<file path="src/rtl/dram_cmd_seq.sv">
module dram_cmd_seq #(
  parameter int REP_W  = 9,
  parameter int GAP_W  = 5,
  parameter int IDL_W  = 9,
  parameter int ITER_W = 8,
  parameter int WAIT_W = 9,
  localparam int CFG_W = REP_W + GAP_W + IDL_W + 5
) (
  input  logic             clk,
  input  logic             rst_n,
  input  logic             cfg_we,
  input  logic [2:0]       cfg_addr,
  input  logic [CFG_W-1:0] cfg_wdata,
  input  logic             err_in,
  output logic             cmd_valid,
  output logic             cmd_ras_n,
  output logic             cmd_cas_n,
  output logic             cmd_we_n,
  output logic [1:0]       cmd_dir,
  output logic [1:0]       cmd_slot,
  output logic [3:0]       status,
  output logic             trig_o
);

  localparam int GAP_LO  = REP_W;
  localparam int IDL_LO  = GAP_LO + GAP_W;
  localparam int DIR_LO  = IDL_LO + IDL_W;
  localparam int CMD_LO  = DIR_LO + 2;
  localparam int WT_LO   = ITER_W;
  localparam int STOP_B  = WT_LO + WAIT_W;
  localparam int LAST_LO = STOP_B + 1;
  localparam int TRIG_B  = LAST_LO + 2;
  localparam int M1      = (IDL_W > WAIT_W) ? IDL_W : WAIT_W;
  localparam int CNT_W   = (M1 > GAP_W) ? M1 : GAP_W;
  localparam logic [ITER_W-1:0] FOREVER = '1;

  typedef enum logic [2:0] {S_IDLE, S_ISSUE, S_GAP, S_SIDLE, S_WAIT} st_t;

  st_t                st, st_n;
  logic [CFG_W-1:0]   slot_cfg [4];
  logic [1:0]         slot, slot_n, last_q;
  logic [REP_W-1:0]   rep, rep_n;
  logic [CNT_W-1:0]   cnt, cnt_n;
  logic [ITER_W-1:0]  it_q, it_n;
  logic [WAIT_W-1:0]  wait_q;
  logic               stop_en, trig_en;
  logic               done_q, err_q, trig_q;
  logic               sfin, ifin, fin_ev;

  wire [CFG_W-1:0] cur     = slot_cfg[slot];
  wire [REP_W-1:0] cur_rep = cur[REP_W-1:0];
  wire [GAP_W-1:0] cur_gap = cur[GAP_LO +: GAP_W];
  wire [IDL_W-1:0] cur_idl = cur[IDL_LO +: IDL_W];

  wire busy   = (st != S_IDLE);
  wire ctl_wr = cfg_we && (cfg_addr == 3'd4);
  wire abort  = ctl_wr && (cfg_wdata[ITER_W-1:0] == '0) && busy;
  wire halt   = busy && err_in && stop_en;
  wire start  = !busy && (it_q != '0);

  always_comb begin
    st_n   = st;
    slot_n = slot;
    rep_n  = rep;
    cnt_n  = cnt;
    it_n   = it_q;
    sfin   = 1'b0;
    ifin   = 1'b0;
    fin_ev = 1'b0;
    case (st)
      S_IDLE: if (start) begin
        st_n   = S_ISSUE;
        slot_n = 2'd0;
        rep_n  = '0;
      end
      S_ISSUE: begin
        if (rep == cur_rep) begin
          rep_n = '0;
          if (cur_idl != '0) begin
            st_n  = S_SIDLE;
            cnt_n = CNT_W'(cur_idl);
          end else sfin = 1'b1;
        end else begin
          rep_n = rep + 1'b1;
          if (cur_gap != '0) begin
            st_n  = S_GAP;
            cnt_n = CNT_W'(cur_gap);
          end
        end
      end
      S_GAP:   if (cnt == CNT_W'(1)) st_n = S_ISSUE; else cnt_n = cnt - CNT_W'(1);
      S_SIDLE: if (cnt == CNT_W'(1)) sfin = 1'b1;    else cnt_n = cnt - CNT_W'(1);
      S_WAIT:  if (cnt == CNT_W'(1)) ifin = 1'b1;    else cnt_n = cnt - CNT_W'(1);
      default: st_n = S_IDLE;
    endcase
    if (sfin) begin
      if (slot == last_q) begin
        if (wait_q != '0) begin
          st_n  = S_WAIT;
          cnt_n = CNT_W'(wait_q);
        end else ifin = 1'b1;
      end else begin
        slot_n = slot + 2'd1;
        st_n   = S_ISSUE;
      end
    end
    if (ifin) begin
      slot_n = 2'd0;
      if (it_q == FOREVER) st_n = S_ISSUE;
      else if (it_q == ITER_W'(1)) begin
        it_n   = '0;
        st_n   = S_IDLE;
        fin_ev = 1'b1;
      end else begin
        it_n = it_q - ITER_W'(1);
        st_n = S_ISSUE;
      end
    end
  end

  always_ff @(posedge clk) begin
    if (!rst_n) begin
      st      <= S_IDLE;
      slot    <= '0;
      rep     <= '0;
      cnt     <= '0;
      it_q    <= '0;
      wait_q  <= '0;
      last_q  <= '0;
      stop_en <= 1'b0;
      trig_en <= 1'b0;
      done_q  <= 1'b0;
      err_q   <= 1'b0;
      trig_q  <= 1'b0;
      for (int i = 0; i < 4; i++) slot_cfg[i] <= '0;
    end else begin
      if (cfg_we && cfg_addr < 3'd4) slot_cfg[cfg_addr[1:0]] <= cfg_wdata;
      if (ctl_wr) begin
        wait_q  <= cfg_wdata[WT_LO +: WAIT_W];
        stop_en <= cfg_wdata[STOP_B];
        last_q  <= cfg_wdata[LAST_LO +: 2];
        trig_en <= cfg_wdata[TRIG_B];
      end
      if (trig_en && busy && err_in) trig_q <= 1'b1;
      if (abort) begin
        st     <= S_IDLE;
        it_q   <= '0;
        done_q <= 1'b1;
      end else if (halt) begin
        st    <= S_IDLE;
        it_q  <= '0;
        err_q <= 1'b1;
      end else begin
        st   <= st_n;
        slot <= slot_n;
        rep  <= rep_n;
        cnt  <= cnt_n;
        it_q <= ctl_wr ? cfg_wdata[ITER_W-1:0] : it_n;
        if (start) begin
          done_q <= 1'b0;
          err_q  <= 1'b0;
          trig_q <= 1'b0;
        end
        if (fin_ev) done_q <= 1'b1;
      end
    end
  end

  assign cmd_valid = (st == S_ISSUE);
  assign {cmd_we_n, cmd_cas_n, cmd_ras_n} = cmd_valid ? cur[CMD_LO +: 3] : 3'b111;
  assign cmd_dir  = cmd_valid ? cur[DIR_LO +: 2] : 2'b00;
  assign cmd_slot = slot;
  assign status   = {err_q, done_q, busy, !busy};
  assign trig_o   = trig_q;

endmodule

</file>
<file path="config.mk">
export PLATFORM = sky130hd
export DESIGN_NAME = dram_cmd_seq
export DESIGN_NICKNAME = d
export VERILOG_FILES = /design/src/rtl/dram_cmd_seq.sv
export SDC_FILE = /design/constraint.sdc
export NUM_CORES = 1
export LEC_CHECK = 0
export ABC_AREA = 1
export BUFFER_PORTS_ARGS = -buffer_cell sky130_fd_sc_hd__buf_2
export CELL_PAD_IN_SITES_DETAIL_PLACEMENT = 1
export CELL_PAD_IN_SITES_GLOBAL_PLACEMENT = 1
export CORE_ASPECT_RATIO = 1.4
export CORE_MARGIN = 4
export CORE_UTILIZATION = 45
export DETAILED_ROUTE_END_ITERATION = 10
export PLACE_DENSITY = 0.9
export SYNTH_ARGS = -nofsm -noshare
export SYNTH_HDL_FRONTEND = slang
export SYNTH_SLANG_ARGS = --single-unit
</file>
<file path="constraint.sdc">
create_clock -name clk -period 4.55 [get_ports clk]
set_input_delay 0.2275 -clock clk [delete_from_list [all_inputs] [get_ports clk]]
set_output_delay 0.2275 -clock clk [all_outputs]
set_load 0.005 [all_outputs]
</file>
# Word level (Yosys, flattened, before mapping)
# Memories as Yosys holds them, arrays and structs flattened. A register that Yosys moved wholly into a read port is not among the register bits.
# Cells that the tools add are included.
dict set report word_totals {
  regBits 47
  latch_bits 0
  mem_bits_rw 112
  rom_bits 0
  in_bits 35
  output_inout_bits 13
  mem_count 1
}
# name depth width rd rd_clocked_by_memory_dff wr line
set memory_table {}
lappend memory_table {slot_cfg 4 28 1 1 4 40} ;# logic [CFG_W-1:0] slot_cfg [4];
dict set report classes {
  n_addsub 4
  mul 0
  div_mod_pow 0
  order_cmp 1
  n_eq_ne 13
  shifts 0
  muxes 63
  n_bitwise 3
  n_reduce_logical 30
}
# cell count
set op_table {}
lappend op_table {{$mux 9} 9}
lappend op_table {{$pmux 9 s2} 2}
lappend op_table {{$mux 8} 4}
lappend op_table {{$mux 3} 10}
lappend op_table {{$mux 28} 1}
lappend op_table {{$reduce_or 28->1} 1}
lappend op_table {{$mux 1} 26}
lappend op_table {{$mux 2} 9}
lappend op_table {{$reduce_bool 9->1} 2}
lappend op_table {{$pmux 3 s4} 1}
lappend op_table {{$add 9x1->9 const B} 1}
lappend op_table {{$eq 9x1->1 const B} 1}
lappend op_table {{$eq 9x9->1} 1}
lappend op_table {{$logic_and 1x1->1} 9}
lappend op_table {{$sub 9x1->9 const B} 1}
lappend op_table {{$eq 8x1->1 const B} 1}
lappend op_table {{$eq 8x8->1 const B} 1}
lappend op_table {{$logic_not 8->1} 1}
lappend op_table {{$reduce_and 2->1} 4}
lappend op_table {{$reduce_bool 8->1} 1}
lappend op_table {{$sub 8x1->8 const B} 1}
lappend op_table {{$eq 3x2->1 const B} 2}
lappend op_table {{$eq 3x3->1 const B} 2}
lappend op_table {{$ne 2x2->1 const B} 3}
lappend op_table {{other kinds (14)} 20}

# Longest topological paths before layout
# Gate-level depths: netlist of the first run.
dict set report depth {
  depth_word 10
  depth_mapped 19
  ltp_nobuf 17
}

# Worst setup path before layout of the first run
# Ideal clock, no wire load.
dict set report synth_path {
  path_type {in2reg}
  from {input port cfg_we}
  to {memory slot_cfg[0][0] (netlist bit) (enable)}
  setup_time_ns 0.385
  arrival_time_ns 1.775
  required_ns 4.165
  path_slack_ns 2.390
  path_stages 10
  n_path_buf 2
  cell_sequence {inv_1 > nor2_1 > inv_1 > nor2_1 > inv_1 > nor2_1 > nand2_1 > clkbuf_1 > buf_1 > nand2_1}
}
# element line
set synth_rtl {}
lappend synth_rtl {{start: declaration} 11} ;# input logic cfg_we,
lappend synth_rtl {{end: declaration} 40}

==> results of run 1 <==
worst max-delay path by stage:
stage          startpoint              to  slack [ns]  depth (start not counted)
6_report             flop          cnt[1]        1.20                         16
5_1_grt              flop          cnt[1]        0.89                         16
4_1_cts              flop          cnt[1]        1.25                         16
3_5_place_dp         flop         it_q[3]        1.41                         18
3_3_place_gp         flop          cnt[6]        1.57                         16
2_1_floorplan      cfg_we  slot_cfg[0][0]        2.39                         10
flip-flops by register name, indices dropped and copies added (netlist names), named ones only:
name      count
it_q          8
wait_q        9
slot_cfg    112
st            3
trig_o        1
done_q        1
rep           9
last_q        2
cnt           9
stop_en       1
trig_en       1
err_q         1
cmd_slot      2
worst register-to-register path, cell delays in order (launching register included):
cell and delay (ns):
dfxtp_2 0.32, inv_2 0.73, nand2_1 0.21, nand3_1 0.20
nand2_1 0.07, nand2_1 0.07, nand2_1 0.05, nor2_1 0.13
nand3_1 0.11, nor2_2 0.08, buf_4 0.19, nand3_1 0.13
nand2_2 0.28, nand3_2 0.29, nand2_1 0.16, nand3_1 0.09
a21oi_1 0.16
layer usage:
metal  routed length (µm)  up-vias  GRT usage
li1                     -     3459          -
met1                10300     3710      0.318
met2                14600      346      0.498
met3                 1600       94     0.0433
met4                 1540        0      0.154
met5                    0        -          0
synth_stat cells, drive strengths merged, types with 6 or more instances:
master / instances / area [µm²]
nor2: 196 / 753
a21oi: 47 / 243
nand2: 244 / 931
o21ai: 59 / 295
ha: 6 / 75.1
inv: 102 / 383
nor3: 11 / 55.1
buf: 26 / 165
nand3: 93 / 470
nand4: 26 / 163
o22ai: 8 / 50.1
edfxtp: 112 / 3360
clkbuf: 22 / 82.6
xor2: 9 / 78.8
dfxtp: 49 / 981
cell type report:
cell class,count,area (µm²)
fill,2263,8780
sequential,161,4350
multi-input combinational,717,3260
clock buffer,18,429
inverter,104,390
timing repair buffer,62,348
tap,240,300
clock inverter,14,153
cells by family (layout without fill, tap and decap cells):
group	Yosys count	count (layout)	share of synthesized area
flip-flops	161	161	0.528
buffers and inverters	152	198	0.0775
AND/OR/NAND/NOR	578	578	0.295
adder cells (fa/ha/maj)	6	6	0.00912
AO/OA/AOI/OAI	122	122	0.0793
XOR/XNOR	11	11	0.0117
power by group through the flow:
stage	sequential, W	clock, W	combinational [W]
finish	0.00173	0.00146	0.000535
CTS	0.00173	0.00146	0.000532
global placement	0.00175	0	0.000497
floorplan	0.00173	0	0.000349
detailed placement	0.00176	0	0.000521
global route	0.00174	0.00153	0.000594
per-stage QoR:
| stage | area, µm² | total power (W) | util | instances |
|---|---|---|---|---|
| 5_1_grt | 9220 | 0.00386 | 0.512 | 1316 |
| 3_3_place_gp | 8640 | 0.00225 | 0.480 | 1284 |
| 3_5_place_dp | 8640 | 0.00228 | 0.480 | 1284 |
| 6_report | 9220 | 0.00373 | 0.512 | 1316 |
| 2_1_floorplan | 8230 | 0.00208 | - | 1030 |
| 4_1_cts | 9220 | 0.00373 | 0.512 | 1316 |
==> summary.txt, run 1 <==
Run status
  – Outcome: finished clean

Critical path
  – Worst Reg2Reg Path Length in Cells: 16
  – Crit-path max cell delay: 0.73 ns
  – Most common cell on crit path: nand2_1
  – Endpoint class of the critical path: flop
  – Worst EP arrival: 3.67 ns
  – R2R Setup Slk: 1.20 ns
  – Slowest-stage cell, CP: inv_2
  – CP Cell Sequence: inv_2 > nand2_1 > nand3_1 > nand2_1 > nand2_1 > nand2_1 > nor2_1 > nand3_1 > nor2_2 > buf_4 > nand3_1 > nand2_2 > nand3_2 > nand2_1 > nand3_1 > a21oi_1
  – Worst reg2reg endpoint: cnt[1]
  – Critical path type: flop to flop
  – Worst path required time: 4.88 ns
  – Startpoint types: flop
  – Max FO, Critical Path: 56
  – Crit-path leading delay family: simple AND/OR/NAND/NOR gates
  – Buf/Inv on CP: 2

Synth
  – Mapped Area: 8230 µm²
  – Synth warnings: 0
  – Ys async rst share: 0
  – Flops & latches, synth: 161
  – Sequential share of the synthesized area: 0.528
  – Syn Nets: 1,071
  – Post-synth EDFFs: 112
  – Unique masters post-synth: 37
  – Cell count after synthesis: 1,030
  – Top_reg_cell synth: edfxtp_1
  – Avg Cell Area, Syn: 7.99 µm²

Floorplan
  – Die area: 20,600 µm²
  – Rows: 58
  – Core area: 18,000 µm²
  – # IOs: 48
  – Die Width: 122 µm
  – Die Ht: 168 µm
  – Starting density of the core: 0.457

Power
  – PD cells: 404 nW/µm²
  – Comb pwr share: 0.144
  – Int Power: 0.00264 W
  – Sequential Power Share: 0.465
  – Sw Share: 0.292
  – Clock power share: 0.392
  – Psw: 0.00109 W
  – Leak: 3.94 nW
  – Max IR drop VDD: 0.000250 V

Timing
  – Final WS setup: 1.20 ns
  – Final Max Tran Viols: 0
  – Final Hold Slack: 0.0870 ns
  – RSZ-0062 raised after global routing: false
  – Setup TNS: 0 ns
  – Fin crit period: 3.35 ns
  – Fin crit share: 0.736
  – Worst Skew: 0.0153 ns
  – Final hold viol count: 0
  – Achievable Freq: 0.299 GHz
  – Final Setup Violations: 0
  – Slew @ Worst Pin: 1.03 ns
  – Max_slew headroom: 0.314

Place
  – HPWL after DPL: 18.3 mm
  – Port bufs: 47
  – Pre-CTS WS: 1.41 ns
  – Final GP Congestion: 0.859

Global routing
  – Number of global-route vias before repair: 8,208
  – All-Layer GR Usage: 0.281
  – Largest net degree at the start of global routing: 57
  – First-pass GRT wire length: 44.1 mm
  – Initial antenna violation count: 0
  – Aggregate global routing overflow: 0

CTS
  – TritonCTS Buffers: 17
  – Clk root buf: clkbuf_16
  – Worst skew pair latency: 0.43 ns
  – Post-cts sizing count: 0
  – H-Tree Level Count: 4
  – # hold bufs at CTS: 0
  – CTS tree: built
  – Clock transition at the registers of the reported paths: 0.08 ns
  – Setup Buffers After CTS: 0
  – Maximum buffer depth of the clock tree: 2
  – Clock tree sinks: 161

Min path
  – Hold endpoint: trig_o
  – WHS Path Cells: 3
  – Hold Crit Start: err_in
  – Hold/Removal Path Class: input pin to flop

Layout
  – Layout area overhead: 12.0%
  – Most common cell after layout, fill and taps aside: nand2_1
  – Most frequent cells in the layout: 238 x nand2_1, 193 x nor2_1, 112 x edfxtp_1, 100 x inv_1, 92 x nand3_1
  – Layout net count: 1,104
  – Share of layout cells above drive strength 1: 0.100
  – Diode count: 0

Route
  – Via Count: 7,609
  – DR iter-0 viols: 716
  – Post-route DRC violation count: 0
  – Per-cell routed wire length: 21.3 µm
  – Vias per inst: 5.78
  – Drt pass-1 iters: 5
  – ANT nets after route: 0
  – Detailed Route WL: 28.1 mm

Job
  – # Max-Cap Violations: 0
Power figures use the tool's default switching activity.
==> run 2, diff against run 1 <==
--- a/config.mk
+++ b/config.mk
@@ -5,7 +5,7 @@
 export SDC_FILE = /design/constraint.sdc
 export NUM_CORES = 1
 export LEC_CHECK = 0
-export ABC_AREA = 1
+export ABC_AREA = 0
 export BUFFER_PORTS_ARGS = -buffer_cell sky130_fd_sc_hd__buf_2
 export CELL_PAD_IN_SITES_DETAIL_PLACEMENT = 1
 export CELL_PAD_IN_SITES_GLOBAL_PLACEMENT = 1
@@ -13,7 +13,7 @@
 export CORE_MARGIN = 4
 export CORE_UTILIZATION = 45
 export DETAILED_ROUTE_END_ITERATION = 10
-export PLACE_DENSITY = 0.9
+export PLACE_DENSITY = 0.87
 export SYNTH_ARGS = -nofsm -noshare
 export SYNTH_HDL_FRONTEND = slang
 export SYNTH_SLANG_ARGS = --single-unit
==> constraint.sdc (replaced) <==
create_clock -name clk -period 3.4 [get_ports clk]
set_input_delay 0.17 -clock clk [delete_from_list [all_inputs] [get_ports clk]]
set_output_delay 0.17 -clock clk [all_outputs]
set_load 0.005 [all_outputs]
==> summary.txt, run 2 <==
Global routing
  – Aggregate global routing overflow: 0
  – GR Util met2: 0.449
  – GR peak layer: met2
  – Global Route met1 Usage: 0.274
  – Initial antenna violation count: 0
  – Number of global-route vias before repair: 6,616
  – First-pass GRT wire length: 36.4 mm
  – M3 GR Usage: 0.0379
  – Largest net degree at the start of global routing: 32
  – All-Layer GR Usage: 0.246

Critical path
  – Worst Reg2Reg Path Length in Cells: 10
  – R2R Setup Slk: 0.13 ns
  – Critical path type: flop to flop
  – Worst EP arrival: 3.61 ns
  – Startpoint types: flop
  – Endpoint class of the critical path: flop
  – Max FO, Critical Path: 27
  – Worst path required time: 3.74 ns

Timing
  – Final Setup Violations: 0
  – Final hold viol count: 0
  – Worst Skew: 0.00708 ns
  – Final Max Tran Viols: 0
  – Achievable Freq: 0.306 GHz
  – Setup TNS: 0 ns
  – Slew @ Worst Pin: 0.708 ns
  – Fin crit period: 3.27 ns
  – Fin crit share: 0.962
  – RSZ-0062 raised after global routing: false
  – Max_slew headroom: 0.526

Synth
  – Ys async rst share: 0
  – Avg Cell Area, Syn: 10.6 µm²
  – Sequential share of the synthesized area: 0.557
  – Syn Nets: 778
  – Most common cell in the netlist: nor2_1
  – Synth warnings: 0
  – Unique masters post-synth: 60
  – Cell count after synthesis: 737
  – Flops & latches, synth: 161
  – Post-synth EDFFs: 112
  – Mapped Area: 7800 µm²
  – Top post-synthesis cells by count: 123 x nor2_1, 112 x edfxtp_1, 89 x nand2_1
  – Leading area contributor after synthesis: edfxtp_1
  – Top_reg_cell synth: edfxtp_1
  – Synth top area cells: edfxtp_1 43%, dfxtp_1 13%, nor2_1 5.9%
  – Top-area cell type share of the netlist area: 0.431

Route
  – Post-route DRC violation count: 0
  – Drt pass-1 iters: 6
  – Per-cell routed wire length: 22.2 µm
  – DR iter-0 viols: 431
  – Detailed Route WL: 23.0 mm
  – Via Count: 6,026
  – ANT nets after route: 0
  – Vias per inst: 5.82

Layout
  – Filler cell count: 1,827
  – Layout net count: 832
  – Register area: 4350 µm²
  – Diode count: 0
  – Most common cell after layout, fill and taps aside: nor2_1
  – Layout area overhead: 15.1%
  – Max FFs per register: 112
  – Finished Cell Area: 8970 µm²
  – Most frequent cells in the layout: 122 x nor2_1, 112 x edfxtp_1, 89 x nand2_1, 47 x dfxtp_1, 47 x buf_2
  – Share of layout cells above drive strength 1: 0.182
  – Biggest register: slot_cfg
  – Multi-input gate area: 3130 µm²

Power
  – PD cells: 534 nW/µm²
  – Psw: 0.00136 W
  – Leak: 3.26 nW
  – Total power: 0.00479 W
  – Max IR drop VDD: 0.000457 V
  – Int Power: 0.00343 W
  – Clock power share: 0.386
  – Comb pwr share: 0.133
  – Sw Share: 0.284
  – Sequential Power Share: 0.481

CTS
  – CTS tree: built
  – Worst skew pair latency: 0.43 ns
  – Clk root buf: clkbuf_16
  – Clock tree sinks: 161
  – TritonCTS Buffers: 17
  – H-Tree Level Count: 4
  – Clock transition at the registers of the reported paths: 0.07 ns
  – Maximum buffer depth of the clock tree: 2

Min path
  – Hold Crit Start: cfg_wdata[10]
  – WHS Path Cells: 3
  – Hold/Removal Path Class: input pin to flop
  – Hold endpoint: wait_q[2]

Job
  – # Max-Cap Violations: 0

Place
  – Final GP Congestion: 0.906
  – HPWL after DPL: 16.0 mm
  – Port bufs: 47
  – Placed cell area: 8330 µm²

Floorplan
  – Rows: 56
  – Die Ht: 164 µm
  – Die area: 19,500 µm²
  – Starting density of the core: 0.462
  – Core area: 16,900 µm²
  – Die Width: 119 µm
  – # IOs: 48

Run status
  – Outcome: finished clean
## run 2: changes by cell type after synthesis, moves of 10 or more
cell     change
nor2_1      -70
mux2i_1     +21
a31oi_1     +15
nand2_1    -149
nand4_1     -21
nand3_1     -74
a21oi_1     -10
o21ai_0     -25
inv_1       -61
mux4_2      +20
## run 2: logic make-up (layout without fill, tap and decap cells)
| family | count (synthesis) | after routing | synth area share |
|---|---|---|---|
| flops | 161 | 161 | 0.557 |
| buf+inv | 80 | 147 | 0.0432 |
| xor+xnor | 20 | 20 | 0.0225 |
| simple gates | 307 | 307 | 0.183 |
| compound gates | 115 | 115 | 0.0897 |
| fa+ha+maj | 6 | 6 | 0.00963 |
| mux | 48 | 48 | 0.0948 |
## run 2: stage by stage
| step | std cells | utilization | hold WS, ns | setup slack (ns) |
|---|---|---|---|---|
| after floorplan | 737 | - | 0.306 | 0.151 |
| after detailed placement | 998 | 0.494 | 0.439 | 0.161 |
| after global placement | 998 | 0.494 | 0.432 | 0.249 |
| final | 1036 | 0.531 | 0.0193 | 0.129 |
| after global routing | 1036 | 0.531 | 0.0186 | 0.00440 |
| after CTS | 1035 | 0.531 | 0.000932 | 0.0716 |
## run 2: per-layer routing
layer,up-vias,wire length (µm)
met2,192,12200
met5,-,0
met1,3031,8910
met4,0,987
met3,64,907
li1,2739,-
## run 2: area by class of cell
cell class / count / area share
Sequential cell: 161 / 0.485
Multi-Input combinational cell: 496 / 0.349
Timing Repair Buffer: 75 / 0.0529
Clock buffer: 17 / 0.0474
Tap cell: 232 / 0.0324
Inverter: 40 / 0.0167
Clock inverter: 15 / 0.0166
## run 2: power groups by stage
stage,combinational (W),sequential [W],clock (W)
after floorplan,0.000410,0.00231,0
after CTS,0.000630,0.00230,0.00187
after global placement,0.000598,0.00233,0
after global routing,0.000695,0.00231,0.00197
after detailed placement,0.000616,0.00235,0
final,0.000638,0.00230,0.00185
## run 2: how the worst max path moves through the flow
| stage | startpoint | end | depth (start not counted) | slack, ns |
|---|---|---|---|---|
| after floorplan | cfg_addr[1] | slot_cfg[0][0] | 4 | 0.15 |
| after global placement | flop | it_q[7] | 8 | 0.25 |
| after detailed placement | flop | flop | 9 | 0.16 |
| after CTS | flop | flop | 9 | 0.07 |
| after global routing | flop | flop | 10 | 0.004 |
| final | flop | flop | 10 | 0.13 |
## run 2: critical path: stages (launching register included)
cell,delay [ns]
dfxtp_2,0.41
buf_12,0.23
mux2i_1,0.29
mux2_2,0.37
a21oi_1,0.22
nand3_1,0.16
nor4_4,0.40
a21boi_2,0.20
or2_0,0.27
or3b_1,0.40
a21oi_1,0.21
## run 2: repair_timing
item / 4_1_cts / 5_1_grt
hold buffers: 5 / 0
setup buffers: 0 / 1
resized for setup: 0 / 2
endpoints found under the setup margin: 0 / 7
hold endpoints to repair: 5 / 0
==> run 3, diff against run 2 <==
--- a/config.mk
+++ b/config.mk
@@ -6,14 +6,14 @@
 export NUM_CORES = 1
 export LEC_CHECK = 0
 export ABC_AREA = 0
-export BUFFER_PORTS_ARGS = -buffer_cell sky130_fd_sc_hd__buf_2
 export CELL_PAD_IN_SITES_DETAIL_PLACEMENT = 1
 export CELL_PAD_IN_SITES_GLOBAL_PLACEMENT = 1
 export CORE_ASPECT_RATIO = 1.4
 export CORE_MARGIN = 4
 export CORE_UTILIZATION = 45
 export DETAILED_ROUTE_END_ITERATION = 10
-export PLACE_DENSITY = 0.87
+export DONT_BUFFER_PORTS = 1
+export PLACE_DENSITY = 0.84
 export SYNTH_ARGS = -nofsm -noshare
 export SYNTH_HDL_FRONTEND = slang
 export SYNTH_SLANG_ARGS = --single-unit
==> summary.txt, run 3 (synthesis results as in run 2) <==
Run status
  – Outcome: finished clean

Route
  – Drt pass-1 iters: 5
  – ANT nets after route: 0
  – DR iter-0 viols: 511
  – Via Count: 6,106
  – Detailed Route WL: 24.5 mm
  – Vias per inst: 6.00
  – Post-route DRC violation count: 0
  – Per-cell routed wire length: 24.0 µm

Power
  – Clock power share: 0.395
  – Comb pwr share: 0.130
  – Psw: 0.00131 W
  – Max IR drop VDD: 0.000348 V
  – PD cells: 539 nW/µm²
  – Int Power: 0.00355 W
  – Sequential Power Share: 0.475
  – Leak: 3.20 nW
  – Sw Share: 0.269

Global routing
  – All-Layer GR Usage: 0.258
  – Initial antenna violation count: 0
  – Largest net degree at the start of global routing: 32
  – Aggregate global routing overflow: 0
  – Number of global-route vias before repair: 6,462
  – First-pass GRT wire length: 38.2 mm

Place
  – Port bufs: 0
  – Pre-CTS WS: 0.0642 ns
  – Final GP Congestion: 0.885
  – HPWL after DPL: 16.2 mm
  – Placed cell area: 8140 µm²

Critical path
  – Worst path required time: 3.75 ns
  – Endpoint class of the critical path: flop
  – Slowest-stage cell, CP: or4_1
  – Critical path type: flop to flop
  – Worst reg2reg endpoint: it_q[3]
  – Startpoint types: flop
  – Most common cell on crit path: buf_4
  – CP Cell Sequence: buf_4 > mux2i_1 > mux2_2 > a21oi_1 > nand3_1 > nor4_4 > buf_4 > a31o_4 > nand3_2 > or4_1 > a31oi_1
  – Worst Reg2Reg Path Length in Cells: 11
  – Worst EP arrival: 3.65 ns
  – R2R Setup Slk: 0.10 ns
  – Crit-path max cell delay: 0.50 ns
  – Max FO, Critical Path: 8

Min path
  – Hold endpoint: slot_cfg[3][1]
  – WHS Path Cells: 2
  – Hold/Removal Path Class: input pin to flop
  – Hold Crit Start: cfg_wdata[1]

CTS
  – CTS tree: built
  – H-Tree Level Count: 4
  – Worst skew pair latency: 0.43 ns
  – Clk root buf: clkbuf_16
  – Maximum buffer depth of the clock tree: 2
  – Clock transition at the registers of the reported paths: 0.07 ns
  – Clock tree sinks: 161
  – TritonCTS Buffers: 17

Timing
  – Final Hold Slack: 0.0115 ns
  – Setup TNS: 0 ns
  – Slew @ Worst Pin: 0.579 ns
  – RSZ-0062 raised after global routing: false
  – Max_slew headroom: 0.613
  – Worst Skew: 0.00704 ns
  – Fin crit share: 0.970
  – Fin crit period: 3.30 ns
  – Final Setup Violations: 0
  – Final Max Tran Viols: 0
  – Final WS setup: 0.102 ns
  – Final hold viol count: 0
  – Achievable Freq: 0.303 GHz

Floorplan
  – Rows: 56
  – Die Width: 119 µm
  – Starting density of the core: 0.462
  – Die Ht: 164 µm
  – Core area: 16,900 µm²
  – # IOs: 48
  – Die area: 19,500 µm²

Layout
  – Layout net count: 814
  – Share of layout cells above drive strength 1: 0.131
  – Biggest register: slot_cfg
  – Max FFs per register: 112
  – Layout area overhead: 15.7%
  – Diode count: 0
  – Most frequent cells in the layout: 122 x nor2_1, 112 x edfxtp_1, 89 x nand2_1, 47 x dfxtp_1, 39 x inv_1
  – Final core occ: 0.534
  – Most common cell after layout, fill and taps aside: nor2_1
  – Finished Cell Area: 9020 µm²

Job
  – # Max-Cap Violations: 0
## run 3: cell count changes in the layout (fill, tap and decap cells not counted), moves of 2 or more
cell and change:
buf_2 -47, buf_4 +7, bufinv_16 +2, clkinv_8 -2, dlygate4sd3_1 +23, inv_8 -2
## run 3: layout make-up
| cell class | instances | area [µm²] |
|---|---|---|
| clock buffers | 18 | 429 |
| well taps | 232 | 290 |
| inverters | 40 | 150 |
| clock inverters | 14 | 156 |
| repair buffers | 57 | 510 |
| fillers | 1809 | 7870 |
| multi-input cells | 496 | 3130 |
| flip-flops and latches | 161 | 4350 |
## run 3: worst max path at each step
stage | startpoint | end | slack [ns]
after detailed placement | flop | it_q[3] | 0.06
after global routing | flop | it_q[3] | 0.02
after floorplan | cfg_addr[1] | slot_cfg[0][0] | 0.15
after global placement | flop | it_q[7] | 0.18
after CTS | flop | flop | 0.09
final | flop | it_q[3] | 0.10
## run 3: timing repair
action | 4_1_cts | 5_1_grt
hold endpoints to repair | 37 | 0
hold buffers | 28 | 0
resized for setup | 1 | 0
setup buffers | 0 | 2
pin swaps | 0 | 1
setup endpoints to repair | 1 | 5
## run 3: power by group through the flow
stage	Combinational [W]	Clock [W]	Sequential [W]
2_1_floorplan	0.000410	0	0.00231
3_3_place_gp	0.000561	0	0.00233
3_5_place_dp	0.000585	0	0.00234
4_1_cts	0.000624	0.00194	0.00230
5_1_grt	0.000686	0.00203	0.00232
6_report	0.000631	0.00192	0.00231
## run 3: metal layers
layer  vias up  wire length [µm]  GRT usage
met1      3124              9350      0.308
met4         0               739      0.101
met2       230             13100      0.459
met5         -                 0          0
met3        53              1330     0.0499
li1       2699                 -          -
## run 3: worst max-delay path, delay by kind of cell, from the launching register on
| kind | cells | cell delay, ns |
|---|---|---|
| buffers and inverters | 2 | 0.39 |
| multiplexers | 2 | 0.73 |
| AND/OR/NAND/NOR | 4 | 1.07 |
| AO/OA/AOI/OAI | 3 | 0.60 |
| flip-flops | 1 | 0.43 |
## run 3: stage by stage
stage / std cells / power [W]
after global routing: 1018 / 0.00504
after global placement: 956 / 0.00289
after floorplan: 737 / 0.00272
after detailed placement: 956 / 0.00293
after CTS: 1016 / 0.00486
final: 1018 / 0.00486
